===== src/rtl/spi_baud_search.sv =====
module spi_baud_search #(
  parameter int W  = 32,
  parameter int PW = 3,
  parameter int SW = 4
) (
  input  logic         clk,
  input  logic         rst_n,
  input  logic         start,
  input  logic [W-1:0] ref_hz,
  input  logic [W-1:0] req_hz,
  output logic         busy,
  output logic         done,
  output logic [7:0]   prescale,
  output logic         err
);
  localparam int CW   = $clog2(W);
  localparam int NPRE = 1 << PW;
  localparam int SMAX = (1 << SW) - 1;

  typedef enum logic [2:0] {ST_IDLE, ST_DIV1, ST_CEIL, ST_DIV2, ST_EVAL, ST_ADV} st_t;
  st_t state;

  logic [W-1:0]  ref_q, req_q, dvd, dvs, best_err;
  logic [W:0]    rem;
  logic [CW-1:0] cnt;
  logic [PW-1:0] p, best_p;
  logic [SW-1:0] spr, best_spr;

  logic [W:0]   rem_sh, rem_nx, quo_ceil;
  logic         fits;
  logic [W-1:0] err_c;

  assign rem_sh   = {rem[W-1:0], dvd[W-1]};
  assign fits     = rem_sh >= {1'b0, dvs};
  assign rem_nx   = fits ? rem_sh - {1'b0, dvs} : rem_sh;
  assign quo_ceil = {1'b0, dvd} + {{W{1'b0}}, |rem};
  assign err_c    = req_q - dvd;
  assign busy     = state != ST_IDLE;

  always_ff @(posedge clk or negedge rst_n) begin
    if (!rst_n) begin
      state    <= ST_IDLE;
      ref_q    <= '0;
      req_q    <= '0;
      dvd      <= '0;
      dvs      <= '0;
      rem      <= '0;
      cnt      <= '0;
      p        <= '0;
      spr      <= '0;
      best_p   <= '0;
      best_spr <= '0;
      best_err <= '0;
      done     <= 1'b0;
      err      <= 1'b0;
      prescale <= '0;
    end else begin
      done <= 1'b0;
      case (state)
        ST_IDLE: if (start) begin
          if (req_hz == '0) begin
            done     <= 1'b1;
            err      <= 1'b1;
            prescale <= '0;
          end else begin
            ref_q    <= ref_hz;
            req_q    <= req_hz;
            p        <= '0;
            best_p   <= '0;
            best_spr <= '0;
            best_err <= req_hz;
            dvd      <= ref_hz;
            dvs      <= req_hz;
            rem      <= '0;
            cnt      <= '0;
            state    <= ST_DIV1;
          end
        end
        ST_DIV1, ST_DIV2: begin
          rem <= rem_nx;
          dvd <= {dvd[W-2:0], fits};
          cnt <= cnt + CW'(1);
          if (cnt == CW'(W-1))
            state <= (state == ST_DIV1) ? ST_CEIL : ST_EVAL;
        end
        ST_CEIL: begin
          if (quo_ceil == '0 || quo_ceil > (W+1)'(SMAX)) begin
            state <= ST_ADV;
          end else begin
            spr   <= quo_ceil[SW-1:0];
            dvd   <= ref_q;
            dvs   <= W'(quo_ceil[SW-1:0]) << p;
            rem   <= '0;
            cnt   <= '0;
            state <= ST_DIV2;
          end
        end
        ST_EVAL: begin
          if (err_c < best_err) begin
            best_err <= err_c;
            best_spr <= spr;
            best_p   <= p;
          end
          state <= ST_ADV;
        end
        ST_ADV: begin
          if (p == PW'(NPRE-1)) begin
            done     <= 1'b1;
            err      <= (best_spr == '0) && (best_p == '0);
            prescale <= {best_p[2:1], 1'b0, best_p[0], best_spr};
            state    <= ST_IDLE;
          end else begin
            p     <= p + PW'(1);
            dvd   <= ref_q >> (p + PW'(1));
            dvs   <= req_q;
            rem   <= '0;
            cnt   <= '0;
            state <= ST_DIV1;
          end
        end
        default: state <= ST_IDLE;
      endcase
    end
  end
endmodule



===== config.mk =====
export PLATFORM = sky130hd
export DESIGN_NAME = spi_baud_search
export DESIGN_NICKNAME = d
export VERILOG_FILES = /design/src/rtl/spi_baud_search.sv
export SDC_FILE = /design/constraint.sdc
export NUM_CORES = 1
export LEC_CHECK = 0
export ABC_AREA = 1
export CORE_MARGIN = 2
export CORE_UTILIZATION = 40
export CTS_BUF_LIST = sky130_fd_sc_hd__clkbuf_16
export CTS_CLUSTER_SIZE = 10
export DETAILED_ROUTE_END_ITERATION = 10
export HOLD_SLACK_MARGIN = 0.05
export PLACE_DENSITY = 0.54
export SLEW_MARGIN = 20
export SYNTH_ARGS = -nofsm -noshare
export SYNTH_HDL_FRONTEND = slang
export SYNTH_SLANG_ARGS = --single-unit

===== constraint.sdc =====
create_clock -name clk -period 6.4 [get_ports clk]
set_input_delay 0.64 -clock clk [delete_from_list [all_inputs] [get_ports clk]]
set_output_delay 0.64 -clock clk [all_outputs]
set_load 0.05 [all_outputs]

**Word-level counts from Yosys, hierarchy flattened**

Index checks and enable logic that the tools add are counted.

- Order comparisons: 3
- Reductions and logical operators: 22
- Equality and inequality tests: 15
- Add/subtract/negate cells: 5
- Bitwise gates (word level): 2
- Shift-type cells: 2
- Muxes and demuxes: 52

Operators with widths:

| cell | count |
|---|---|
| 32-bit two-way mux | 9 |
| 33-bit two-way mux | 5 |
| 33-bit one-hot mux with 4 select lines | 1 |
| 32-bit one-hot mux with 4 select lines | 1 |
| 32-bit one-hot mux with 3 select lines | 1 |
| 32-bit one-hot mux with 2 select lines | 1 |
| 32-bit by 1-bit adder with 33-bit output | 1 |
| 33-bit by 32-bit >= comparator with 1-bit output | 1 |
| 33-bit by 4-bit > comparator with 1-bit output, second input constant | 1 |
| 33-bit zero test | 1 |
| 33-bit OR reduction | 1 |
| 33-bit by 32-bit subtractor with 33-bit output | 1 |
| 32-bit zero test | 1 |
| 32-bit less-than comparator | 1 |
| 4-bit by 3-bit << shifter with 32-bit output | 1 |
| 32-bit by 3-bit right shift with 32-bit output | 1 |
| 32-bit subtractor | 1 |
| 3-bit two-way mux | 9 |
| 8-bit two-way mux | 3 |
| 5-bit two-way mux | 4 |
| 5-bit one-hot mux with 4 select lines | 1 |
| 2-bit != test, second input constant | 8 |
| 8-bit one-hot mux with 2 select lines | 1 |
| 3-bit one-hot mux with 5 select lines | 1 |
| 24 further kinds | 45 |

- Output and inout bits: 11
- Word-level logic and storage cells: 116
- Input port bits: 67
- Bits in registers: 225

**Longest topological paths before layout**

Gate-level depths: netlist (run 1).

- Word-level depth: 6
- Gate-level depth with buffers: 27

**Least setup slack after synthesis (run 1)**

No wires, ideal clock.

- Path type: reg2reg
- Start point: register dvd[2]
- End point: register best_err[24]
- Data arrival time: 4,048 ps
- Setup time: 117 ps
- Stages on the path, launching flop included: 25
- Clock period less this slack: 4,165 ps
- Required time: 6,283 ps
- Setup slack: 2,235 ps
- Cells stage by stage: dfrtp_1 > buf_2 > inv_1 > ha_1 > nand2_1 > nand2_1 > o21ai_0 > o21ai_0 > a21oi_1 > o21ai_0 > nand2_1 > nand2_1 > nand2_1 > and2_1 > ha_1 > nand2_1 > or4_1 > nor4_1 > nand2_1 > nand3_1 > nand2_1 > clkbuf_1 > clkbuf_1 > nand2_1 > nand2_1

- Longest elaborated chain between the ends: 4
- Elaborated cells on any way between the ends: 6

RTL lines:

| item | RTL line | source |
|---|---|---|
| start: declaration | 23 | `logic [W-1:0] ref_q, req_q, dvd, dvs, best_err;` |
| start signal: assignment | 72 | `dvd <= ref_hz;` |
| start signal: assignment | 81 | `dvd <= {dvd[W-2:0], fits};` |
| start signal: assignment | 91 | `dvd <= ref_q;` |
| 32-bit subtractor (*) | 37 | `assign err_c = req_q - dvd;` |
| 32-bit less-than comparator | 99 | `if (err_c < best_err) begin` |
| 2-bit != test (no line) | -- |  |
| 4-bit AND reduction (no line) | -- |  |
| end signal: assignment | 71 | `best_err <= req_hz;` |
| end signal: assignment | 100 | `best_err <= err_c;` |
| end: declaration | 23 |  |

Every way passes the cells marked *; elsewhere a longest branch is shown, timed or not. The select of a mux whose other input is x is not followed.
A chain may end at the register's enable or synchronous reset.

**Final worst setup path (run 1)**

- Start point: register rem[19]
- End point: register dvd[16]

- Longest elaborated chain between the ends: 6
- Elaborated cells on any way between the ends: 7

RTL lines:

| item | RTL line | source |
|---|---|---|
| start: declaration | 24 | `logic [W:0] rem;` |
| start signal: assignment | 80 | `rem <= rem_nx;` |
| 33-bit OR reduction (*) | 36 | `assign quo_ceil = {1'b0, dvd} + {{W{1'b0}}, \|rem};` |
| 32-bit by 1-bit adder with 33-bit output (*) | 36 |  |
| 33-bit by 4-bit > comparator with 1-bit output or 33-bit zero test (tied branches) | 87 | `if (quo_ceil == '0 \|\| quo_ceil > (W+1)'(SMAX)) begin` |
| 1-bit logical OR (*) | 87 |  |
| 2-bit != test (no line) (*) | -- |  |
| 5-bit AND reduction (no line) (*) | -- |  |
| end signal: assignment | 81 |  |
| end signal: assignment | 91 |  |
| end signal: assignment | 114 | `dvd <= ref_q >> (p + PW'(1));` |

Every way passes the cells marked *; elsewhere a longest branch is shown, timed or not.

==> impl_results.md, run 1 <==
- Status: finished, final reports clean
- Iter 0 DRT Violations: 1572
- Synthesized instance count: 2722
- Layout filler cell count: 4724
- CTS Hold Bufs: 0
- Synth Area in XOR/XNOR: 0.0247
- Port Buf Inserts: 76
- Area grow syn2layout: 12.4%
- Ys async rst share: 1.00
- First-pass GRT wire length: 104000 um
- Starting Density: 0.403
- Period utilization: 0.788
- Post-Syn Area: 17700 um^2
- Syn_nets: 2891
- Vias/cell: 5.40
- Yosys cell types: 47
- Crit end category: flop
- CTS buffer count: 30
- Critical path startpoint category: flop
- Critical path arrival: 5500 ps
- Drt pass-1 iters: 6
- Crit-path max FO: 55
- Min cycle time layout: 5050 ps
- Critical path required time: 6860 ps
- Initial antenna violation count: 0
- Sequential cell area fraction in the yosys report: 0.316
- DR WL/cell: 20.0 um
- Placeable core area: 43900 um^2
- Max Transition Viols Final: 0
- Maxcap violations: 0
- # DRC: 0
- Max Buffers Root-to-Sink: 3
- CTS tree: built
- Synth top area cells: dfrtp_1 32%, nand2_1 18%, o21ai_0 7.5%
- Main synth FF type: dfrtp_1
- Sink Count: 224
- I/O pin cnt: 78
- ANT nets after route: 0
- Post-synth EDFFs: 0
- Post-placement cell count: 3309
- Global Route Usage Sum: 0.289
- H-tree depth: 1
- Root Driver: clkbuf_16
- Pin count of the biggest net entering global routing: 124
- Layout cells sized above 1: 0.0304
- Via count: 18147
- Fmax: 198 MHz
- Mux contribution to synthesized area: 0.00396
- Placer Congestion: 0.958
- Yosys top cell area share: 0.316
- Complex-gate fraction of the synthesized area: 0.166
- Clock-pin slew on the worst setup and hold paths: 50 ps
- PostCTS Resize Cnt: 0
- Final TNS setup: 0 ps
- Non-Filler Instances: 3359
- Setup repair after global routing missed its margin: no
- Die area: 46000 um^2
- Synth area leader: dfrtp_1
- Worst setup path class: reg2reg
- Vias in the first global route: 17437
- Slew HR: 0.344
- Adder-Cell Fraction of Synth Area: 0.0729
- HP Class: in2async
- Avg Inst Size Synth: 6.51 um^2
- Setup bufs post-CTS: 0
- GRT Residual Overflow: 0
- # nets final: 2918
- Simple-gate area share of the yosys netlist: 0.316
- Synthesized flop and latch total: 224
- Final Hold Fails: 0
- DPL Wire Length: 52000 um
- Die width: 214 um
- Endpoints failing setup: 0
- Largest family of logic cells by synthesized area: simple AND/OR/NAND/NOR gates
- Worst clock skew: 27.2 ps
- Die span in y: 214 um
- Actual slew at the worst max-slew pin: 974 ps
- Aggregate routed wire length: 67300 um
- Clk_lat worst skew: 590 ps
- Register-to-register setup slack: 1350 ps
- Row Count: 77
- # diodes: 0
- Ys Warns: 0
## cells by family (layout without fill, tap and decap cells)
| group | after synthesis | after routing |
|---|---|---|
| simple gates | 1359 | 1359 |
| compound gates | 525 | 525 |
| buf+inv | 454 | 499 |
| fa+ha+maj | 102 | 102 |
| flops | 224 | 224 |
| mux | 7 | 7 |
| other cells | 1 | 1 |
| xor+xnor | 50 | 50 |
## final cells by class
| class | instances | area (um^2) | share of cell area |
|---|---|---|---|
| repair buffers | 99 | 951 | 0.0478 |
| clock inverters | 19 | 138 | 0.00692 |
| well taps | 592 | 741 | 0.0372 |
| clock buffers | 31 | 776 | 0.0390 |
| flip-flops and latches | 224 | 5610 | 0.282 |
| inverters | 350 | 1310 | 0.0660 |
| multi-input cells | 2044 | 10400 | 0.521 |
## synth_stat cells, types with 2 or more instances
cell,number
a31oi_1,8
buf_4,3
nand3b_1,3
a21boi_0,6
xor2_1,37
a221oi_1,4
nor4_1,13
fa_1,2
o22ai_1,19
o21bai_1,7
buf_2,19
o211ai_1,23
nand4_1,27
nand2_1,859
a22oi_1,11
o21ai_0,264
nand3_1,230
o21a_1,3
or2_2,10
o31ai_1,2
o2111ai_1,11
dfrtp_1,224
inv_1,345
ha_1,100
and2_1,9
a21oi_1,138
xnor2_1,13
buf_6,4
nor2_1,176
o221ai_1,5
clkbuf_1,66
buf_1,12
a211oi_1,7
a21o_1,13
mux2i_1,7
clkinv_1,4
nor3_1,26
or4_1,2
a221o_1,2
## worst max-delay path, cell delays in order, from the launching register on
cell and delay, ps:
dfrtp_1 410, nor4_1 520, nand4_1 130, nor4_1 360
nand4_1 230, ha_1 340, ha_1 260, nand2_1 190
nor2_4 90, nand2_1 110, nor2_1 90, nand2_1 60
nand2_1 50, inv_1 50, nand2_1 40, nor2_1 90
nand2_1 60, nor2_1 80, nand3_1 170, o21bai_4 550
nand2_2 370, buf_4 440, nand2_1 140, nand2_1 50
## per-stage QoR
stage	util	instance area, um^2	hold WS (ps)	setup slack (ps)
2_1_floorplan	-	17700	344	2230
3_3_place_gp	0.432	19000	457	1530
3_5_place_dp	0.432	19000	461	1470
4_1_cts	0.453	19900	144	1440
5_1_grt	0.453	19900	170	987
6_report	0.453	19900	90.9	1350
## registers in the layout, indices dropped and copies added (netlist names)
register,flops
state,3
ref_q,32
rem,33
spr,4
done,1
best_err,32
prescale,7
req_q,32
p,3
cnt,5
dvd,32
best_spr,4
best_p,3
err,1
dvs,32
## final timing paths
path | start | endpoint | cells after the start
hold / removal | rst_n | done | 1
setup reg to reg | rem[19] | dvd[16] | 23
hold reg to reg | dvs[12] | dvs[12] | 2
min in group clk | dvs[12] | dvs[12] | 2
max in group asynchronous | rst_n | dvd[15] | 2
setup / recovery | rem[19] | dvd[16] | 23
## routing by layer
metal | up-vias | track usage | part of all wire
met5 | - | 0 | 0
met4 | 0 | 0.0850 | 0.028
met3 | 97 | 0.0336 | 0.044
met2 | 511 | 0.497 | 0.48
met1 | 8583 | 0.382 | 0.44
li1 | 8956 | - | -
## cells in the final DEF, fill, tap and decap left out, types with 5 or more instances in the layout
cell	instances
o2111ai_1	11
nor2_1	174
o22ai_1	19
a31oi_1	8
ha_1	100
dfrtp_1	223
xor2_1	37
a211oi_1	7
nand2_1	858
clkinv_1	10
a21oi_1	138
nor4_1	13
o21bai_1	7
buf_4	22
a21boi_0	6
o221ai_1	5
mux2i_1	7
nor3_1	25
nand3_1	229
inv_1	350
xnor2_1	13
clkdlybuf4s50_1	75
and2_1	9
a21o_1	13
nand4_1	27
a22oi_1	11
clkbuf_16	31
o21ai_0	264
o211ai_1	23
or2_2	10
Power of run 1 is not shown: default switching activity piles up to over one toggle a cycle in this logic, so the estimate is an artifact.
==> run 2, diff against run 1 <==
--- a/config.mk
+++ b/config.mk
@@ -12,7 +12,7 @@
 export CTS_CLUSTER_SIZE = 10
 export DETAILED_ROUTE_END_ITERATION = 10
 export HOLD_SLACK_MARGIN = 0.05
-export PLACE_DENSITY = 0.54
+export PLACE_DENSITY = 0.56
 export SLEW_MARGIN = 20
 export SYNTH_ARGS = -nofsm -noshare
 export SYNTH_HDL_FRONTEND = slang
==> constraint.sdc (replaced) <==
create_clock -name clk -period 4.1 [get_ports clk]
set_input_delay 0.41 -clock clk [delete_from_list [all_inputs] [get_ports clk]]
set_output_delay 0.41 -clock clk [all_outputs]
set_load 0.05 [all_outputs]
==> run 2 against run 1 <==
Count of clock-buffer cells in the layout unchanged. Die area unchanged. Setup slack worse by 1200 ps. Sequential share of layout area down 2.4 points. Sequential cell count unchanged. Global-route usage down 0.36 points.
==> impl_results.md, run 2 (synthesis results as in run 1) <==
- Global Route Usage Sum: 0.285 (was 0.289)
- Status: finished, final reports clean (unchanged)
- Placeable core area: 43900 um^2 (unchanged)
- Cell area after layout: 21800 um^2 (was 19900 um^2)
- Commonest non-fill, non-tap cell in the layout: nand2_1 (unchanged)
- Vias/cell: 5.37 (was 5.40)
- Endpoints failing setup: 0 (unchanged)
- Die span in y: 214 um (unchanged)
- Pin count of the biggest net entering global routing: 101 (was 124)
- # DRC: 0 (unchanged)
- Worst setup path class: reg2reg (unchanged)
- DR WL/cell: 19.7 um (was 20.0 um)
- Reg-to-reg critical path startpoint: req_q[0] (was rem[19])
- CTS tree: built (unchanged)
- Dpl cell area: 20000 um^2 (was 19000 um^2)
- Layout filler cell count: 4597 (was 4724)
- Crit end category: flop (unchanged)
- Initial antenna violation count: 1 (was 0)
- Aggregate routed wire length: 69100 um (was 67300 um)
- DPL Wire Length: 52700 um (was 52000 um)
- Crit-path max FO: 8 (was 55)
- Largest reg by FF count: rem (unchanged)
- First-pass GRT wire length: 103000 um (was 104000 um)
- Crit path top cell by count: nand2_1 (unchanged)
- ANT nets after route: 0 (unchanged)
- Starting Density: 0.403 (unchanged)
- Die area: 46000 um^2 (unchanged)
- GRT Residual Overflow: 0 (unchanged)
- Clk_lat worst skew: 580 ps (was 590 ps)
- Maxcap violations: 0 (unchanged)
- Root Driver: clkbuf_16 (unchanged)
- Critical path startpoint category: flop (unchanged)
- FF-to-FF path depth: 25 (was 23)
- H-tree depth: 1 (unchanged)
- Register-to-register setup slack: 150 ps (was 1350 ps)
- # diodes: 0 (unchanged)
- WHS Path Cells: 3
- Critical path arrival: 4410 ps (was 5500 ps)
- Max reg flops: 33 (unchanged)
- Worst clock skew: 23.9 ps (was 27.2 ps)
- Final Hold Fails: 0 (unchanged)
- Sink Count: 224 (unchanged)
- Layout cells sized above 1: 0.105 (was 0.0304)
- Row Count: 77 (unchanged)
- # nets final: 3065 (was 2918)
- Slowest cell delay on critical path: 560 ps (was 550 ps)
- Clock-pin slew on the worst setup and hold paths: 60 ps (was 50 ps)
- Slew HR: 0.374 (was 0.344)
- CTS buffer count: 30 (unchanged)
- Area grow syn2layout: 23.0% (was 12.4%)
- Iter 0 DRT Violations: 1525 (was 1572)
- Fmax: 253 MHz (was 198 MHz)
- Max Buffers Root-to-Sink: 3 (unchanged)
- Max Transition Viols Final: 0 (unchanged)
- Critical path required time: 4560 ps (was 6860 ps)
- Worst path slowest cell: or4_4 (was o21bai_4)
- Port Buf Inserts: 76 (unchanged)
- Period utilization: 0.962 (was 0.788)
- Vias in the first global route: 18085 (was 17437)
- Setup repair after global routing missed its margin: yes (was no)
- Placer Congestion: 0.963 (was 0.958)
- Critical Path Start: req_q[0] (was rem[19])
- Most frequent cells in the layout: 836 x nand2_1, 348 x inv_1, 253 x o21ai_0 (was 858 x nand2_1, 350 x inv_1, 264 x o21ai_0)
- R2R Path End: best_p[0] (was dvd[16])
- Min cycle time layout: 3950 ps (was 5050 ps)
- Drt pass-1 iters: 6 (unchanged)
- Critical Path Sink: best_p[0] (was dvd[16])
- Die width: 214 um (unchanged)
- Actual slew at the worst max-slew pin: 937 ps (was 974 ps)
- Via count: 18828 (was 18147)
- HP Class: in2reg (was in2async)
- I/O pin cnt: 78 (unchanged)
## run 2: cell types whose count changed in the layout (fill, tap and decap cells not counted), moves of 6 or more
cell	before	now
a21oi_1	138	126
a21oi_2	0	12
buf_12	1	12
buf_4	22	134
buf_6	0	10
clkbuf_16	31	41
ha_1	100	93
nand2_1	858	836
nand2_2	2	20
nand3_1	229	222
o21ai_0	264	253
o21ai_1	1	7
## run 2: how the worst min path moves through the flow
stage / slack (ps) / end / startpoint
floorplan: 110 / best_err[0] / rst_n
global placement: 460 / dvs[13] / dvs[13]
detailed placement: 460 / dvs[13] / dvs[13]
CTS: 440 / ref_q[4] / ref_hz[4]
global route: 460 / ref_q[4] / ref_hz[4]
finish: 460 / ref_q[1] / ref_hz[1]
## run 2: stage by stage
| step | hold WS, ps | utilization | setup WS (ps) | instances | setup TNS [ps] |
|---|---|---|---|---|---|
| after floorplan | 114 | - | 70.5 | 2722 | 0 |
| after global placement | 459 | 0.455 | -41.0 | 3428 | -502 |
| after detailed placement | 460 | 0.455 | -192 | 3428 | -5800 |
| after CTS | 442 | 0.477 | 2.51 | 3481 | 0 |
| after global routing | 457 | 0.496 | -76.4 | 3507 | -3200 |
| final | 457 | 0.496 | 155 | 3507 | 0 |
## run 2: layer usage
metal / vias to the layer above / global-route usage / wire [um]
met4: 0 / 0.102 / 2400
met1: 8938 / 0.369 / 29800
met3: 110 / 0.0296 / 3360
met2: 532 / 0.495 / 33600
li1: 9248 / - / -
met5: - / 0 / 0
## run 2: what timing repair did
| item | CTS | global route |
|---|---|---|
| endpoints found under the setup margin | 39 | 146 |
| hold buffers | 1 | 0 |
| cloned | 1 | 14 |
| hold endpoints to repair | 98 | 0 |
| pin swaps | 2 | 23 |
| setup buffers | 0 | 12 |
| gates resized for setup | 10 | 114 |
## run 2: final cells by class
cell class / instances / area (um^2) / share of cell area
Multi-Input combinational cell: 2045 / 10800 / 0.495
Sequential cell: 224 / 5610 / 0.257
Timing Repair Buffer: 245 / 2430 / 0.111
Inverter: 350 / 1310 / 0.0603
Clock buffer: 31 / 776 / 0.0356
Tap cell: 592 / 741 / 0.0340
Clock inverter: 20 / 138 / 0.00632
## run 2: critical path: cells and delay by family (launching register included)
family | cells | cell delay, ps
AND/OR/NAND/NOR | 12 | 1510
adder cells (fa/ha/maj) | 3 | 740
buffers and inverters | 6 | 590
AO/OA/AOI/OAI | 4 | 570
flip-flops | 1 | 390
Power of run 2 is left out for the same reason.
==> run 3, diff against run 2 <==
--- a/config.mk
+++ b/config.mk
@@ -12,7 +12,7 @@
 export CTS_CLUSTER_SIZE = 10
 export DETAILED_ROUTE_END_ITERATION = 10
 export HOLD_SLACK_MARGIN = 0.05
-export PLACE_DENSITY = 0.56
+export PLACE_DENSITY = 0.54
 export SLEW_MARGIN = 20
 export SYNTH_ARGS = -nofsm -noshare
 export SYNTH_HDL_FRONTEND = slang
==> constraint.sdc (replaced) <==
create_clock -name clk -period 4.9 [get_ports clk]
set_input_delay 0.49 -clock clk [delete_from_list [all_inputs] [get_ports clk]]
set_output_delay 0.49 -clock clk [all_outputs]
set_load 0.05 [all_outputs]
==> run 3 against run 2 <==
Count of clock-buffer cells in the layout did not move. Via count decreased by 2.5%. Sequential share of layout area rose by 2.0 points. Register-to-register slack better by 260 ps. Critical path type unchanged. Critical endpoint unchanged.
==> impl_results.md, run 3 (synthesis results as in run 1) <==
- Commonest non-fill, non-tap cell in the layout: nand2_1 (unchanged)
- Critical path startpoint category: flop (unchanged)
- Initial antenna violation count: 0 (was 1)
- # diodes: 0 (unchanged)
- Maxcap violations: 0 (unchanged)
- Row Count: 77 (unchanged)
- CP bufs+invs: 3 (was 6)
- Critical Path Start: dvd[0] (was req_q[0])
- Crit-path max FO: 30 (was 8)
- Largest reg by FF count: rem (unchanged)
- Min cycle time layout: 4480 ps (was 3950 ps)
- Critical path arrival: 4950 ps (was 4410 ps)
- Clk_lat worst skew: 590 ps (was 580 ps)
- Worst setup path class: reg2reg (unchanged)
- Setup bufs post-CTS: 0 (unchanged)
- Global Route Usage Sum: 0.279 (was 0.285)
- HP Class: reg2reg (was in2reg)
- Sink Count: 224 (unchanged)
- Vias/cell: 5.41 (was 5.37)
- Reg-to-reg critical path startpoint: dvd[0] (was req_q[0])
- Die width: 214 um (unchanged)
- Min-delay src: dvs[23] (was ref_hz[1])
- Vias in the first global route: 17715 (was 18085)
- DPL Wire Length: 50500 um (was 52700 um)
- Crit path cell chain: ha_1 > inv_1 > fa_1 > nand2_1 > nand2_1 > o21ai_0 > o21ai_0 > buf_4 > nand3_1 > nand3_1 > nand2_1 > nand2_1 > or2_2 > and2_1 > ha_1 > nand2_1 > or4_1 > nor4_1 > nand2_1 > nand3_1 > nand2_1 > buf_12 > nand2_1 > nand2_1
- Period utilization: 0.915 (was 0.962)
- Max Transition Viols Final: 0 (unchanged)
- Starting Density: 0.403 (unchanged)
- # DRC: 0 (unchanged)
- Critical path required time: 5370 ps (was 4560 ps)
- Worst path slowest cell: or4_1 (was or4_4)
- Fmax: 223 MHz (was 253 MHz)
- Crit path top cell by count: nand2_1 (unchanged)
- Final Hold Fails: 0 (unchanged)
- Pin count of the biggest net entering global routing: 102 (was 101)
- Crit end category: flop (unchanged)
- Port Buf Inserts: 76 (unchanged)
- Via count: 18354 (was 18828)
- Endpoints failing setup: 0 (unchanged)
- Die span in y: 214 um (unchanged)
- First-pass GRT wire length: 101000 um (was 103000 um)
- CTS tree: built (unchanged)
- Layout Utilization: 0.460 (was 0.496)
- Area grow syn2layout: 14.1% (was 23.0%)
- Placeable core area: 43900 um^2 (unchanged)
- H-tree depth: 1 (unchanged)
- Actual slew at the worst max-slew pin: 1130 ps (was 937 ps)
- Iter 0 DRT Violations: 1559 (was 1525)
- DR WL/cell: 19.2 um (was 19.7 um)
- GRT Residual Overflow: 0 (unchanged)
- # nets final: 2948 (was 3065)
- CTS buffer count: 31 (was 30)
- Root Driver: clkbuf_16 (unchanged)
- Layout cells sized above 1: 0.0403 (was 0.105)
- Drt pass-1 iters: 8 (was 6)
- Aggregate routed wire length: 65300 um (was 69100 um)
- Clock-pin slew on the worst setup and hold paths: 60 ps (about the same)
- Max reg flops: 33 (unchanged)
- CTS Hold Bufs: 1 (unchanged)
- Die area: 46000 um^2 (unchanged)
- Setup repair after global routing missed its margin: no (was yes)
- Placer Congestion: 0.971 (was 0.963)
- Slowest cell delay on critical path: 580 ps (was 560 ps)
- WHS: 469 ps (was 457 ps)
- Slew HR: 0.246 (was 0.374)
- Status: finished, final reports clean (unchanged)
- Final TNS setup: 0 ps (unchanged)
- ANT nets after route: 0 (unchanged)
- Delay-heaviest family, CP: simple AND/OR/NAND/NOR gates (unchanged)
- Most frequent cells in the layout: 858 x nand2_1, 354 x inv_1, 264 x o21ai_0 (was 836 x nand2_1, 348 x inv_1, 253 x o21ai_0)
- I/O pin cnt: 78 (unchanged)
- PostCTS Resize Cnt: 0 (was 10)
- Max Buffers Root-to-Sink: 3 (unchanged)
- Worst clock skew: 16.8 ps (was 23.9 ps)
run 3: worst min-delay path, cell delays in order (launching register included):
cell	delay, ps
dfrtp_1	340
nand2_1	50
nand2_1	40
run 3: final timing paths:
| path | cells after the start | endpoint | slack, ps |
|---|---|---|---|
| worst max-delay path | 24 | best_p[0] | 420 |
| worst min-delay path | 2 | dvs[23] | 470 |
| worst max register to register | 24 | best_p[0] | 420 |
| worst min register to register | 2 | dvs[23] | 470 |
| max in group asynchronous | 3 | dvd[22] | 3200 |
| min in group asynchronous | 2 | prescale[0] | 550 |
run 3: metrics by stage:
step / instances / worst slack, ps / cell area (um^2)
2_1_floorplan: 2722 / 735 / 17700
3_3_place_gp: 3337 / 434 / 19300
3_5_place_dp: 3337 / 463 / 19300
4_1_cts: 3394 / 444 / 20200
5_1_grt: 3394 / 100 / 20200
6_report: 3394 / 419 / 20200
run 3: layer usage:
layer | routed length (um) | track usage | part of all wire
met1 | 28400 | 0.359 | 0.43
met2 | 31400 | 0.483 | 0.48
met3 | 3090 | 0.0336 | 0.047
met4 | 2450 | 0.0933 | 0.037
met5 | 0 | 0 | 0
run 3: layout make-up:
type,instances,area [um^2]
inverters,350,1310
fillers,4771,23700
well taps,592,741
clock buffers,31,776
multi-input cells,2044,10400
clock inverters,25,169
flip-flops and latches,224,5610
repair buffers,128,1230
Power of run 3 is left out for the same reason.
